<file path="config.mk">
export PLATFORM = sky130hd
export DESIGN_NAME = pixel_plot_writer
export DESIGN_NICKNAME = d
export VERILOG_FILES = /design/src/rtl/plot_pkg.sv /design/src/rtl/plot_addr_gen.sv /design/src/rtl/plot_merge.sv /design/src/rtl/plot_ctrl.sv /design/src/rtl/pixel_plot_writer.sv
export SDC_FILE = /design/constraint.sdc
export NUM_CORES = 1
export LEC_CHECK = 0
export ABC_AREA = 0
export ABC_CLOCK_PERIOD_IN_PS = 2090
export BUFFER_PORTS_ARGS = -buffer_cell sky130_fd_sc_hd__buf_4
export CORE_UTILIZATION = 59
export CTS_CLUSTER_SIZE = 28
export DETAILED_ROUTE_END_ITERATION = 8
export GPL_ROUTABILITY_DRIVEN = 0
export HOLD_SLACK_MARGIN = 0.05
export PLACE_DENSITY = 0.85
export SYNTH_ARGS = -nofsm -noshare
export SYNTH_HDL_FRONTEND = slang
export SYNTH_HIERARCHICAL = 1
export SYNTH_SLANG_ARGS = --single-unit
export TNS_END_PERCENT = 100
</file>
<file path="constraint.sdc">
create_clock -name clk_i -period 2.09 [get_ports clk_i]
set_input_delay 0.3135 -clock clk_i [delete_from_list [all_inputs] [get_ports clk_i]]
set_output_delay 0.3135 -clock clk_i [all_outputs]
set_load 0.02 [all_outputs]
</file>
<file path="src/rtl/plot_pkg.sv">
package plot_pkg;
  localparam int X_W      = 10;
  localparam int Y_W      = 8;
  localparam int COL_W    = 2;
  localparam int ADDR_W   = 14;
  localparam int LINE_B   = 80;
  localparam int BANK_OFS = 'h2000;
  localparam int LINES    = 200;
  localparam int MONO_PX  = 640;
  localparam int QUAD_PX  = 320;

  typedef enum logic [1:0] {
    ST_IDLE = 2'd0,
    ST_RD   = 2'd1,
    ST_MRG  = 2'd2,
    ST_WR   = 2'd3
  } plot_state_e;
endpackage

</file>
<file path="src/rtl/plot_addr_gen.sv">
module plot_addr_gen
  import plot_pkg::*;
#(
  parameter int PX_X_W = X_W,
  parameter int PX_Y_W = Y_W,
  parameter int AW     = ADDR_W
) (
  input  logic [PX_X_W-1:0] x_i,
  input  logic [PX_Y_W-1:0] y_i,
  input  logic              mode_i,
  input  logic [1:0]        color_i,
  output logic [AW-1:0]     addr_o,
  output logic [7:0]        mask_o,
  output logic [7:0]        bits_o,
  output logic              in_range_o
);
  localparam logic [AW-1:0]     LINE_STRIDE = AW'(LINE_B);
  localparam logic [AW-1:0]     BANK_BASE   = AW'(BANK_OFS);
  localparam logic [PX_X_W-1:0] X_LIM_MONO  = PX_X_W'(MONO_PX);
  localparam logic [PX_X_W-1:0] X_LIM_QUAD  = PX_X_W'(QUAD_PX);
  localparam logic [PX_Y_W-1:0] Y_LIM       = PX_Y_W'(LINES);

  logic [AW-1:0] row_base;
  logic [AW-1:0] byte_idx;
  logic [2:0]    shamt;
  logic [7:0]    field;
  logic [7:0]    color_cut;

  always_comb begin
    row_base = AW'(y_i >> 1) * LINE_STRIDE;
    if (mode_i) begin
      byte_idx  = AW'(x_i >> 2);
      shamt     = {~x_i[1:0], 1'b0};
      field     = 8'h03;
      color_cut = {6'd0, color_i};
    end else begin
      byte_idx  = AW'(x_i >> 3);
      shamt     = ~x_i[2:0];
      field     = 8'h01;
      color_cut = {7'd0, color_i[0]};
    end
    addr_o     = (y_i[0] ? BANK_BASE : '0) + row_base + byte_idx;
    mask_o     = field << shamt;
    bits_o     = color_cut << shamt;
    in_range_o = (y_i < Y_LIM) && (x_i < (mode_i ? X_LIM_QUAD : X_LIM_MONO));
  end
endmodule

</file>
<file path="src/rtl/plot_merge.sv">
module plot_merge (
  input  logic [7:0] old_i,
  input  logic [7:0] mask_i,
  input  logic [7:0] bits_i,
  output logic [7:0] new_o
);
  assign new_o = (old_i & ~mask_i) | (bits_i & mask_i);
endmodule

</file>
<file path="src/rtl/plot_ctrl.sv">
module plot_ctrl
  import plot_pkg::*;
#(
  parameter int AW = ADDR_W
) (
  input  logic          clk_i,
  input  logic          rst_ni,
  input  logic          valid_i,
  input  logic          in_range_i,
  input  logic          mode_i,
  input  logic [AW-1:0] addr_i,
  input  logic [7:0]    mask_i,
  input  logic [7:0]    bits_i,
  input  logic [7:0]    merged_i,
  output logic          ready_o,
  output logic [7:0]    mask_o,
  output logic [7:0]    bits_o,
  output logic [AW-1:0] mem_addr_o,
  output logic          mem_rd_o,
  output logic          mem_wr_o,
  output logic [7:0]    mem_wdata_o
);
  plot_state_e   state_q;
  logic [AW-1:0] addr_q;
  logic [7:0]    mask_q, bits_q, wdata_q;
  logic          mode_q;
  logic          accept;

  assign ready_o     = (state_q == ST_IDLE);
  assign accept      = valid_i && ready_o;
  assign mask_o      = mask_q;
  assign bits_o      = bits_q;
  assign mem_addr_o  = addr_q;
  assign mem_rd_o    = (state_q == ST_RD);
  assign mem_wr_o    = (state_q == ST_WR);
  assign mem_wdata_o = wdata_q;

  always_ff @(posedge clk_i or negedge rst_ni) begin
    if (!rst_ni) begin
      state_q <= ST_IDLE;
      addr_q  <= '0;
      mask_q  <= '0;
      bits_q  <= '0;
      wdata_q <= '0;
      mode_q  <= 1'b0;
    end else begin
      case (state_q)
        ST_IDLE: if (accept && in_range_i) begin
          addr_q  <= addr_i;
          mask_q  <= mask_i;
          bits_q  <= bits_i;
          mode_q  <= mode_i;
          state_q <= ST_RD;
        end
        ST_RD:   state_q <= ST_MRG;
        ST_MRG: begin
          wdata_q <= merged_i;  // read data valid this cycle
          state_q <= ST_WR;
        end
        default: state_q <= ST_IDLE;
      endcase
    end
  end

  p_oor_noaccess_r8: assert property (@(posedge clk_i) disable iff (!rst_ni)
    (accept && !in_range_i) |=> (ready_o && !mem_rd_o));
  p_rd_after_accept_r9: assert property (@(posedge clk_i) disable iff (!rst_ni)
    (accept && in_range_i) |=> mem_rd_o);
  p_wr_follows_rd_r9: assert property (@(posedge clk_i) disable iff (!rst_ni)
    mem_rd_o |=> ##1 mem_wr_o);
  p_wr_same_addr_r9: assert property (@(posedge clk_i) disable iff (!rst_ni)
    mem_rd_o |=> ##1 $stable(mem_addr_o));
  p_busy_not_ready_r10: assert property (@(posedge clk_i) disable iff (!rst_ni)
    (mem_rd_o || mem_wr_o) |-> !ready_o);
  p_field_width_r5: assert property (@(posedge clk_i) disable iff (!rst_ni)
    mem_rd_o |-> ($countones(mask_q) == (mode_q ? 2 : 1)));
  p_keep_rest_r7: assert property (@(posedge clk_i) disable iff (!rst_ni)
    mem_wr_o |-> (((mem_wdata_o ^ $past(merged_i)) & ~mask_q) == 8'd0));
endmodule

</file>
<file path="src/rtl/pixel_plot_writer.sv">
module pixel_plot_writer
  import plot_pkg::*;
(
  input  logic              clk_i,
  input  logic              rst_ni,
  input  logic              req_valid_i,
  output logic              req_ready_o,
  input  logic [X_W-1:0]    req_x_i,
  input  logic [Y_W-1:0]    req_y_i,
  input  logic [COL_W-1:0]  req_color_i,
  input  logic              req_mode_i,
  output logic [ADDR_W-1:0] mem_addr_o,
  output logic              mem_rd_o,
  output logic              mem_wr_o,
  output logic [7:0]        mem_wdata_o,
  input  logic [7:0]        mem_rdata_i
);
  logic [ADDR_W-1:0] gen_addr;
  logic [7:0]        gen_mask, gen_bits, held_mask, held_bits, merged;
  logic              gen_in_range;

  plot_addr_gen #(.PX_X_W(X_W), .PX_Y_W(Y_W), .AW(ADDR_W)) u_addr_gen (
    .x_i        (req_x_i),
    .y_i        (req_y_i),
    .mode_i     (req_mode_i),
    .color_i    (req_color_i),
    .addr_o     (gen_addr),
    .mask_o     (gen_mask),
    .bits_o     (gen_bits),
    .in_range_o (gen_in_range)
  );

  plot_merge u_merge (
    .old_i  (mem_rdata_i),
    .mask_i (held_mask),
    .bits_i (held_bits),
    .new_o  (merged)
  );

  plot_ctrl #(.AW(ADDR_W)) u_ctrl (
    .clk_i       (clk_i),
    .rst_ni      (rst_ni),
    .valid_i     (req_valid_i),
    .in_range_i  (gen_in_range),
    .mode_i      (req_mode_i),
    .addr_i      (gen_addr),
    .mask_i      (gen_mask),
    .bits_i      (gen_bits),
    .merged_i    (merged),
    .ready_o     (req_ready_o),
    .mask_o      (held_mask),
    .bits_o      (held_bits),
    .mem_addr_o  (mem_addr_o),
    .mem_rd_o    (mem_rd_o),
    .mem_wr_o    (mem_wr_o),
    .mem_wdata_o (mem_wdata_o)
  );

  p_wr_in_frame_r3: assert property (@(posedge clk_i) disable iff (!rst_ni)
    mem_wr_o |-> (mem_addr_o < ADDR_W'(BANK_OFS + LINES / 2 * LINE_B)));
endmodule

</file>
# --- Yosys cells after proc, flatten, opt, wreduce, memory -nomap -nowiden ---
# Cells that the tools add are included.
totals:
  ff_bits: 40
  latchBits: 0
  ram_bits: 0
  romBits: 0
  inputBits: 32
  out_inout_bits: 25
  word_cells: 35
  n_memories: 0
classes:
  add_sub_neg: 2
  multipliers: 1
  div_mod_pow: 0
  n_lt_le_gt_ge: 2
  n_eq_ne: 4
  shifts: 2
  muxes: 8
  n_bitwise: 6
  reduce_logical: 5
ops:
  columns: ["operator", "count"]
  rows:
  - ["$add 14x14->14", 2]
  - ["$and 8x8->8", 2]
  - ["$mux 14", 1]
  - ["$lt 10x10->1", 1]
  - ["$mul 7x3->10 const B", 1]
  - ["$mux 10", 1]
  - ["$lt 8x8->1 const B", 1]
  - ["$mux 8", 1]
  - ["$not 8->8", 1]
  - ["$or 8x8->8", 1]
  - ["$shl 2x3->8", 1]
  - ["$shl 8x3->8", 1]
  - ["$mux 2", 3]
  - ["$pmux 2 s3", 1]
  - ["$eq 2x2->1 const B", 2]
  - ["$logic_and 1x1->1", 3]
  - ["$mux 3", 1]
  - ["$not 3->3", 1]
  - ["$eq 2x1->1 const B", 1]
  - ["$logic_not 2->1", 1]
  - ["$ne 2x2->1 const B", 1]
  - ["$not 2->2", 1]
  - ["$reduce_and 2->1", 1]

# --- Depth between registers and ports, before layout ---
# Gate-level depths: netlist of the first run.
logic_depth:
  word_depth: 6
  mapped_depth: 13
  mapped_depth_nobuf: 11

# --- Modules after synthesis ---
# The synthesis of the first run kept the hierarchy.
modules_own_cells:
  columns: ["module", "n_inst", "cells_per_inst", "area_per_inst_um2", "seq_area_each_um2"]
  rows:
  - ["plot_ctrl", 1, 96, 1701.6, 1001.0]
  - ["plot_addr_gen", 1, 118, 897.1, 0.0]
  - ["plot_merge", 1, 8, 120.1, 0.0]

# --- Least setup slack after synthesis of the first run ---
# OpenSTA, ideal clock, no wires.
synth_path:
  path_kind: "in2reg"
  from: "in req_mode_i"
  to: "reg u_ctrl.addr_q[13], in the netlist u_ctrl/mem_addr_o[13]"
  setup_time_ns: 0.125
  arrival_time_ns: 2.629
  required_ns: 1.965
  path_slack_ns: -0.664
  cell_stages: 12
  n_path_buf: 2
  path_cell_list: "clkbuf_1 buf_2 mux2i_1 inv_1 ha_1 a21o_1 a21oi_1 nor2b_1 o211ai_2 or3b_1 xnor2_1 mux2_4"
synth_between:
  elab_cells_between_ends: 7
  cone_classes: "1 x add/sub; 1 x order compare; 2 x mux; 3 x reduce/logical"
synth_lines:
  columns: ["element", "line", "text"]
  rows:
  - ["from (decl)", "pixel_plot_writer.sv:11", "input logic req_mode_i,"]
  - ["$mux 8", "plot_addr_gen.sv:31", "if (mode_i) begin"]
  - ["$add 14x14->14", "plot_addr_gen.sv:42", "addr_o = (y_i[0] ? BANK_BASE : '0) + row_base + byte_idx;"]
  - ["named net gen_addr[13]", "pixel_plot_writer.sv:18", "logic [ADDR_W-1:0] gen_addr;"]
  - ["to (signal assigned)", "plot_ctrl.sv:49", "addr_q <= addr_i;"]
  - ["to (decl)", "plot_ctrl.sv:24", "logic [AW-1:0] addr_q;"]
# The timed path passes the listed nets, and every way through them passes these cells.
# A chain may end at the register's enable or synchronous reset.

# --- Worst setup path after layout of the first run ---
layout_path:
  from: "in req_y_i[5]"
  to: "reg u_ctrl.addr_q[13], in the netlist u_ctrl/mem_addr_o[13]"
layout_between:
  elab_cells_between_ends: 7
  cone_classes: "2 x add/sub; 1 x mul; 1 x order compare; 3 x reduce/logical"
layout_lines:
  columns: ["element", "line", "text"]
  rows:
  - ["from (decl)", "pixel_plot_writer.sv:9", "input logic [Y_W-1:0] req_y_i,"]
  - ["$mul 7x3->10", "plot_addr_gen.sv:30", "row_base = AW'(y_i >> 1) * LINE_STRIDE;"]
  - ["$add 14x14->14 (2 in series)", "plot_addr_gen.sv:42", null]
  - ["named net gen_addr[13]", "pixel_plot_writer.sv:18", null]
# The timed path passes the listed nets, and every way through them passes these cells.

==> results of run 1 <==
final timing paths:
kind	slack (ps)	endpoint	start	depth (start not counted)
max	-190	u_ctrl/mem_addr_o[13]$_DFFE_PN0P_	req_y_i[5]	11
min	340	u_ctrl/state_q[0]$_DFFE_PN0P_	req_valid_i	3
max reg2reg	430	u_ctrl/bits_o[1]$_DFFE_PN0P_	u_ctrl/state_q[1]$_DFFE_PN0P_	5
min reg2reg	510	u_ctrl/mem_addr_o[1]$_DFFE_PN0P_	u_ctrl/mem_addr_o[1]$_DFFE_PN0P_	1
max in group asynchronous	1190	u_ctrl/mem_addr_o[5]$_DFFE_PN0P_	rst_ni	2
min in group asynchronous	560	u_ctrl/bits_o[2]$_DFFE_PN0P_	rst_ni	2
tightest hold or removal path: stages:
cell	delay [ps]
buf_4	110
nand4b_1	80
o211ai_1	80
logic make-up after synthesis:
family	count (synthesis)	share of synthesized area [%]
xor+xnor	13	4.74
compound gates	29	7.32
mux	54	27.6
fa+ha+maj	23	11.1
buf+inv	20	3.68
flops	40	36.8
simple gates	43	8.74
cells in the final DEF, fill, tap and decap left out, drive strengths merged, types with 6 or more instances in the layout:
cell type,instances
mux2,53
nand2,7
a21oi,6
buf,87
dfrtp,40
inv,12
and2,7
xnor2,7
clkbuf,8
ha,21
xor2,6
nor2,7
metal layers:
metal  GRT usage, %  up-vias  wire length, um
met1           31.1      997             2600
met2           46.2       78             3550
met4           9.56        0              157
met5              0        -                0
li1               -      961                -
met3           4.18       17              239
sequential cells by signal, indices dropped and copies added, names as in the netlist:
register,count
u_ctrl/bits_o,8
u_ctrl/state_q,2
u_ctrl/mem_wdata_o,8
u_ctrl/mask_o,8
u_ctrl/mem_addr_o,14
per-stage QoR:
stage / util, % / instances / hold slack (ps) / TNS [ps]
final: 85.6 / 364 / 343 / -311
after detailed placement: 77.9 / 350 / 314 / -10970
after floorplan: - / 222 / 17.9 / -941
after global placement: 77.9 / 350 / 313 / -8390
after CTS: 82.5 / 360 / 324 / -195
after global routing: 85.6 / 364 / 378 / -868
final cells by class:
| class | count | area, um^2 |
|---|---|---|
| multi-input cells | 162 | 1780 |
| flip-flops and latches | 40 | 1000 |
| repair buffers | 90 | 757 |
| fillers | 202 | 632 |
| clock buffers | 6 | 72.6 |
| well taps | 52 | 65.1 |
| inverters | 12 | 45.0 |
| clock inverters | 2 | 35.0 |
power breakdown:
part	switching (mW)	leakage, nW	internal (mW)
Combinational	0.940	1.33	1.26
Sequential	0.249	0.502	1.13
Clock	0.260	0.0552	0.354
what timing repair did:
item	in CTS	in global routing
resized for setup	12	13
setup endpoints to repair	30	30
hold buffers	1	0
pin swaps	10	8
buffers inserted	2	2
hold endpoints to repair	40	0
cloned	0	2
==> reports/metrics.cfg, run 1 <==
[timing]
setup_ws_final_ps=-188
tightest_slew_ps=494
timing.max_slew.rel_slack_pct=67.0
timing.final.setup_violations=14
final-hold-violation-count=0
timing.final.crit_share_pct=109
final.min_clock_period_ps=2280
max_clock_freq_mhz=439
rsz0062_at_grt=yes
final_max_slew_viol_count=0
fin_worst_skew_ps=3.01

[grt]
antenna_found_initial=0
track_usage_pct=25.8
grt_max_degree=41
first_pass_grt_wire_length_mm=9.88
grt.overflow.total=0
first_global_vias=2083

[clocking]
tritoncts=done
clk_transition_reported_paths_ps=70
clockRootBuffer=clkbuf_8
clock_insertion_delay_worst_skew_ps=290
htreeDepth=2
cts.sinks=40
cts-root-to-sink-buffers=2
num_cts_buffers=5

[critical_path]
crit_path_cell_trace=buf_4 > ha_4 > buf_4 > ha_4 > a21o_1 > a21oi_2 > xnor2_2 > o211ai_2 > or3b_4 > xnor2_2 > mux2_4
crit_family=adder cells
worst_setup_path_end_kind=flip-flop
cp_data_arrival_time_ps=2460
timing.critical_path.from_type=input port
timing_worst_setup_path_type=input port to flip-flop
cp.required_ps=2270
critical-path-max-stage-delay_ps=420
maximum_net_fanout_on_the_critical_path=3
critical_path_buf_inv_count=2
timing.critical_path.slowest_stage_cell=or3b_4

[yosys]
synth_top_cells_by_area=dfrtp_1 37%, mux2_4 21%, ha_1 9.7%, mux2_2 6.2%, xnor2_1 1.9%
count_of_flip_flops_with_a_built_in_enable_after_synthesis=0
syn-cell-area_um2=2720
synth-warning-count=6
netlist.area_leader.share_pct=36.8
async_reset_ff_share_pct=100
synth_area_leader_cell=dfrtp_1
synth_top_flop_cell=dfrtp_1
synthesis.instances=222
post_synth_most_frequent_cells=40 x dfrtp_1, 38 x mux2_4, 21 x ha_1
unique_masters_post_synth=39
synth_most_common_cell=dfrtp_1
post_synth.cell_area_avg_um2=12.2
seq_area_frac_synth_pct=36.8
synth-seq-cells=40
synthesis.nets=277

[die]
fp.dieH_um=69.9
floorplan.die.width_um=69.9
placement_rows=24
die_area_um2=4880
ios=57
floorplan.core_area_um2=4380
initial_core_util_pct=62.0

[route]
drt-vias-per-instance=5.64
ant_nets=0
post-route-drc-count=0
drt-total-wl_mm=6.55
drt-initial-drc-count=107
routed-via-count=2053
drt-wirelength-per-cell_um=18.0
drt_pass1_iterations=4

[pwr]
finalPower_mw=4.19
power.density_nw_per_um2=1120
worst_case_vdd_ir_drop_v=0.000559
power_leakage_nw=1.88

[flow_run]
cap_violations=0

[placement]
place_ws_ps=-580
place.detailed.hpwl_mm=4.07
postPlaceCellArea_um2=3410
count_of_input_and_output_buffers=56

[layout]
layout.cell_area.non_filler_um2=3750
syn_to_final_growth_pct=38.0
antenna-diode-count=0
layout-drive-gt1-share_pct=56.4
finalNetCount=366

[status]
violations=negative setup slack
run_status=finished, violations left

[min_path]
timing.hold.worst.class=input port to flip-flop

Power figures use the tool's default switching activity.
==> run 2: changes to the inputs <==
SETUP_SLACK_MARGIN = 0.2   (was not set)
==> run 2 against run 1 <==
  * The run still ends with negative setup slack left
  * Sequential power about the same
  * Maximum frequency grew 0.24%
  * Wire length is 1.4% higher
  * Sequential cell count unchanged
  * Die area did not move
  * Combinational power about the same
  * Utilization decreased by 0.086 points
  * Critical path type unchanged
  * Critical endpoint unchanged
  * Largest power group unchanged
  * Highest routed layer unchanged
==> reports/metrics.cfg, run 2 (synthesis results as in run 1) <==
[route]
ant_nets=0
drt-initial-drc-count=85
drt_pass1_iterations=4
routed-via-count=2027
drt-total-wl_mm=6.64
drt-vias-per-instance=5.58
drt-wirelength-per-cell_um=18.3
post-route-drc-count=0

[layout]
finalNetCount=366
layout.area.seq_um2=1000
final_util_pct=85.5
syn_to_final_growth_pct=37.9
multi_input_area_um2=1810
layout.cells.most_common_list=82 x buf_4, 40 x dfrtp_1, 38 x mux2_4
commonest_non_fill_non_tap_cell_in_the_layout=buf_4
antenna-diode-count=0
layout-drive-gt1-share_pct=57.9
num-fill-cells=225
largest_register_ffs=14

[die]
floorplan.core_area_um2=4380
floorplan.die.width_um=69.9
die_area_um2=4880
ios=57
fp.dieH_um=69.9
initial_core_util_pct=62.0
placement_rows=24

[placement]
place_ws_ps=-497
count_of_input_and_output_buffers=56
place.detailed.hpwl_mm=4.09

[grt]
grt.overflow.total=0
antenna_found_initial=0
first_global_vias=2112
track_usage_pct=27.3
grt_max_degree=41
first_pass_grt_wire_length_mm=10.4

[critical_path]
reg2reg_to=u_ctrl/bits_o[5]$_DFFE_PN0P_
timing.critical_path.from_type=input port
r2r_path_start=u_ctrl/state_q[0]$_DFFE_PN0P_
maximum_net_fanout_on_the_critical_path=3
worst_setup_path_end_kind=flip-flop
cp_data_arrival_time_ps=2440
cp.required_ps=2260
reg2regPathDepth=5
timing_worst_setup_path_type=input port to flip-flop
timing.reg2reg.setup_slack_ps=490

[clocking]
htreeDepth=2
clockRootBuffer=clkbuf_8
cts-root-to-sink-buffers=2
clk_transition_reported_paths_ps=80
num_cts_buffers=5
clock_insertion_delay_worst_skew_ps=290
cts.sinks=40
tritoncts=done

[pwr]
internal_power_mw=2.61
sequentialPowerShare_pct=34.3
switching_power_mw=1.44
power.clock.fraction_pct=11.9
worst_case_vdd_ir_drop_v=0.000730
finalPower_mw=4.05
power_leakage_nw=1.87
power.switching_fraction_pct=35.5
power.density_nw_per_um2=1080
gate_power_share_pct=53.8

[timing]
hold-worst-slack_ps=369
timing.final.setup_violations=3
fin_worst_skew_ps=8.92
rsz0062_at_grt=yes
setup_ws_final_ps=-183
final.min_clock_period_ps=2270
final-hold-violation-count=0
totalNegativeSetupSlack_ps=-388
max_clock_freq_mhz=440
timing.max_slew.rel_slack_pct=66.7
final_max_slew_viol_count=0
timing.final.crit_share_pct=109
tightest_slew_ps=499

[min_path]
timing.hold.worst.class=input port to flip-flop
hold_path_startpoint=req_valid_i
worstHoldEndpoint=u_ctrl/state_q[0]$_DFFE_PN0P_
timing.hold.worst_path_depth=3

[status]
run_status=finished, violations left
violations=negative setup slack

[flow_run]
cap_violations=0

run 2: cell count changes in the layout (fill, tap and decap cells not counted), sizes merged:
cell,before,now
bufinv,1,0
buf,87,89
clkbuf,8,6
clkinv,1,2
inv,12,11
run 2: layout make-up:
type / count / area share [%]
timing repair buffer: 90 / 19.6
multi-input combinational: 162 / 48.4
clock buffer: 6 / 1.94
clock inverter: 1 / 0.134
sequential: 40 / 26.7
inverter: 12 / 1.54
tap: 52 / 1.74
run 2: worst max-delay path by stage:
| stage | start | to | slack (ps) | cells past startpoint |
|---|---|---|---|---|
| floorplan | req_y_i[2] | u_ctrl/mem_addr_o[13]$_DFFE_PN0P_ | -360 | 11 |
| global placement | req_y_i[4] | u_ctrl/mem_addr_o[13]$_DFFE_PN0P_ | -470 | 12 |
| detailed placement | req_y_i[4] | u_ctrl/mem_addr_o[13]$_DFFE_PN0P_ | -500 | 12 |
| finish | req_y_i[4] | u_ctrl/mem_addr_o[13]$_DFFE_PN0P_ | -180 | 12 |
| CTS | req_y_i[4] | u_ctrl/mem_addr_o[13]$_DFFE_PN0P_ | -120 | 12 |
| global route | req_y_i[4] | u_ctrl/mem_addr_o[13]$_DFFE_PN0P_ | -260 | 12 |
run 2: power by group through the flow:
| stage | logic, mW | clock network [mW] | registers (mW) |
|---|---|---|---|
| finish | 2.18 | 0.482 | 1.39 |
| detailed placement | 2.05 | 0 | 1.38 |
| CTS | 2.12 | 0.495 | 1.38 |
| global route | 2.30 | 0.523 | 1.42 |
| global placement | 1.97 | 0 | 1.37 |
| floorplan | 1.11 | 0 | 1.60 |
run 2: layer usage:
metal / global-route usage (%) / up-vias / routed length [um]
li1: - / 956 / -
met1: 33.5 / 994 / 2720
met2: 49.1 / 62 / 3560
met3: 4.18 / 15 / 262
met4: 8.44 / 0 / 96
met5: 0 / - / 0
run 2: metrics by stage:
stage	std cells	area (um^2)
2_1_floorplan	222	2800
6_report	363	3750
3_5_place_dp	349	3410
3_3_place_gp	349	3410
5_1_grt	363	3750
4_1_cts	361	3670
run 2: timing repair:
| item | in CTS | in global routing |
|---|---|---|
| hold endpoints to repair | 40 | 0 |
| endpoints found under the setup margin | 31 | 30 |
| cloned | 0 | 0 |
| hold buffers | 1 | 0 |
| pin swaps | 10 | 11 |
| buffers inserted | 4 | 2 |
| resized for setup | 23 | 16 |
run 2: critical path, stage by stage:
cell and delay, ps:
buf_8 100, ha_4 270, ha_4 130, inv_2 40, fa_2 370, nor2b_4 140
o21ai_2 90, nand2b_4 90, xor2_2 150, or3b_1 370, xnor2_1 130, mux2_4 260
==> run 3: changes to the inputs <==
PLACE_DENSITY = 0.88   (was 0.85)
SETUP_SLACK_MARGIN = not set   (was 0.2)
==> run 3 against run 2 <==
  * The flow still finishes with violations (negative setup slack)
  * Sequential cell count did not move
  * Die area stayed put
  * Register-to-register slack worse by 50 ps
  * Critical endpoint unchanged
==> reports/metrics.cfg, run 3 (synthesis results as in run 1) <==
[grt]
grt_max_degree=41
track_usage_pct=25.8
first_global_vias=2106
grt.overflow.total=0
antenna_found_initial=0
first_pass_grt_wire_length_mm=9.83

[clocking]
clockRootBuffer=clkbuf_8
htreeDepth=2
clock_insertion_delay_worst_skew_ps=300
cts.sinks=40
num_cts_buffers=5
tritoncts=done
clk_transition_reported_paths_ps=70
cts-root-to-sink-buffers=2

[critical_path]
reg2regPathDepth=5
reg2reg_to=u_ctrl/bits_o[3]$_DFFE_PN0P_
timing.critical_path.mode_cell=ha_4
timing.critical_path.from_type=input port
cp_data_arrival_time_ps=2450
crit_path_cell_trace=buf_8 > ha_4 > ha_4 > inv_2 > fa_2 > nor2b_2 > o21ai_2 > nand2b_2 > xor2_2 > or3b_4 > xnor2_1 > mux2_4
timing.critical_path.slowest_stage_cell=or3b_4
crit_start=req_y_i[2]
critical_path_buf_inv_count=2
r2r_path_start=u_ctrl/state_q[1]$_DFFE_PN0P_
crit_family=adder cells
critical-path-max-stage-delay_ps=390
maximum_net_fanout_on_the_critical_path=2
cp.required_ps=2260
timing.reg2reg.setup_slack_ps=440
worst_setup_path_end_kind=flip-flop
timing_worst_setup_path_type=input port to flip-flop

[route]
routed-via-count=2058
drt-initial-drc-count=54
ant_nets=0
drt-vias-per-instance=5.67
drt-total-wl_mm=6.75
drt-wirelength-per-cell_um=18.6
drt_pass1_iterations=4
post-route-drc-count=0

[timing]
hold-worst-slack_ps=355
max_clock_freq_mhz=439
setup_ws_final_ps=-190
fin_worst_skew_ps=11.9
final_max_slew_viol_count=0
tightest_slew_ps=500
timing.max_slew.rel_slack_pct=66.6
final-hold-violation-count=0
rsz0062_at_grt=yes
timing.final.crit_share_pct=109
timing.final.setup_violations=3
final.min_clock_period_ps=2280

[die]
ios=57
die_area_um2=4880
placement_rows=24
floorplan.die.width_um=69.9
initial_core_util_pct=62.0
floorplan.core_area_um2=4380
fp.dieH_um=69.9

[pwr]
power.density_nw_per_um2=1090
finalPower_mw=4.05
power_leakage_nw=1.87
worst_case_vdd_ir_drop_v=0.000609

[layout]
syn_to_final_growth_pct=36.3
finalNetCount=366
layout-drive-gt1-share_pct=55.0
fin_cells=363
antenna-diode-count=0
final_util_pct=84.5
layout.cells.most_common_list=81 x buf_4, 40 x dfrtp_1, 38 x mux2_4
largest_register_ffs=14
commonest_non_fill_non_tap_cell_in_the_layout=buf_4
num-fill-cells=217

[min_path]
hold_path_startpoint=req_valid_i
timing.hold.worst_path_depth=3
worstHoldEndpoint=u_ctrl/state_q[0]$_DFFE_PN0P_
timing.hold.worst.class=input port to flip-flop

[placement]
placed_cells=347
count_of_input_and_output_buffers=56
place.detailed.hpwl_mm=4.15

[status]
run_status=finished, violations left
violations=negative setup slack

[flow_run]
cap_violations=0

-- run 3: changes by cell type in the layout (fill, tap and decap cells not counted), sizes merged --
cell	previous run	this run
clkinvlp	0	1
clkbuf	6	8
buf	89	86
clkinv	2	1
inv	11	12
-- run 3: through the flow --
stage | cell area [um^2] | worst slack [ps] | TNS (ps)
3_3_place_gp | 3390 | -469 | -9000
2_1_floorplan | 2790 | -361 | -941
5_1_grt | 3700 | -239 | -699
4_1_cts | 3580 | -158 | -342
3_5_place_dp | 3390 | -549 | -10180
6_report | 3700 | -190 | -377
-- run 3: worst max path at each step --
stage / endpoint / slack, ps / cells past startpoint
2_1_floorplan: u_ctrl/mem_addr_o[13]$_DFFE_PN0P_ / -360 / 11
3_3_place_gp: u_ctrl/mem_addr_o[13]$_DFFE_PN0P_ / -470 / 12
3_5_place_dp: u_ctrl/mem_addr_o[13]$_DFFE_PN0P_ / -550 / 12
4_1_cts: u_ctrl/mem_addr_o[13]$_DFFE_PN0P_ / -160 / 12
5_1_grt: u_ctrl/mem_addr_o[13]$_DFFE_PN0P_ / -240 / 12
6_report: u_ctrl/mem_addr_o[13]$_DFFE_PN0P_ / -190 / 12
-- run 3: layout make-up --
cell class | instances | area, um^2 | area share [%]
Multi-Input combinational cell | 162 | 1730 | 46.8
Sequential cell | 40 | 1000 | 27.0
Timing Repair Buffer | 90 | 778 | 21.0
Clock buffer | 5 | 68.8 | 1.86
Tap cell | 52 | 65.1 | 1.76
Inverter | 12 | 45.0 | 1.22
Clock inverter | 2 | 12.5 | 0.338
-- run 3: power breakdown --
group          switching [mW]  total, mW  internal (mW)
clock network           0.262      0.488          0.226
logic                   0.929       2.18           1.26
registers               0.249       1.38           1.13
total                    1.44       4.05           2.61
-- run 3: worst reg2reg max path, cell delays in order (launching register included) --
cell and delay (ps):
dfrtp_1 430, inv_1 100, ha_1 300, nand3_4 170
clkbuf_16 240, mux2_4 310
-- run 3: timing repair --
action,in CTS,in global routing
endpoints found under the setup margin,30,31
gates cloned,0,3
hold buffers,1,0
pin swaps,10,6
buffers inserted,3,2
hold endpoints to repair,40,0
resized for setup,11,10
-- run 3: metal layers --
| metal | track usage (%) | share of wire [%] | vias up |
|---|---|---|---|
| met3 | 4.62 | 3.9 | 16 |
| met1 | 29.9 | 39 | 1008 |
| met4 | 7.78 | 2.2 | 0 |
| met2 | 48.2 | 55 | 73 |
| met5 | 0 | 0 | - |
| li1 | - | - | 961 |
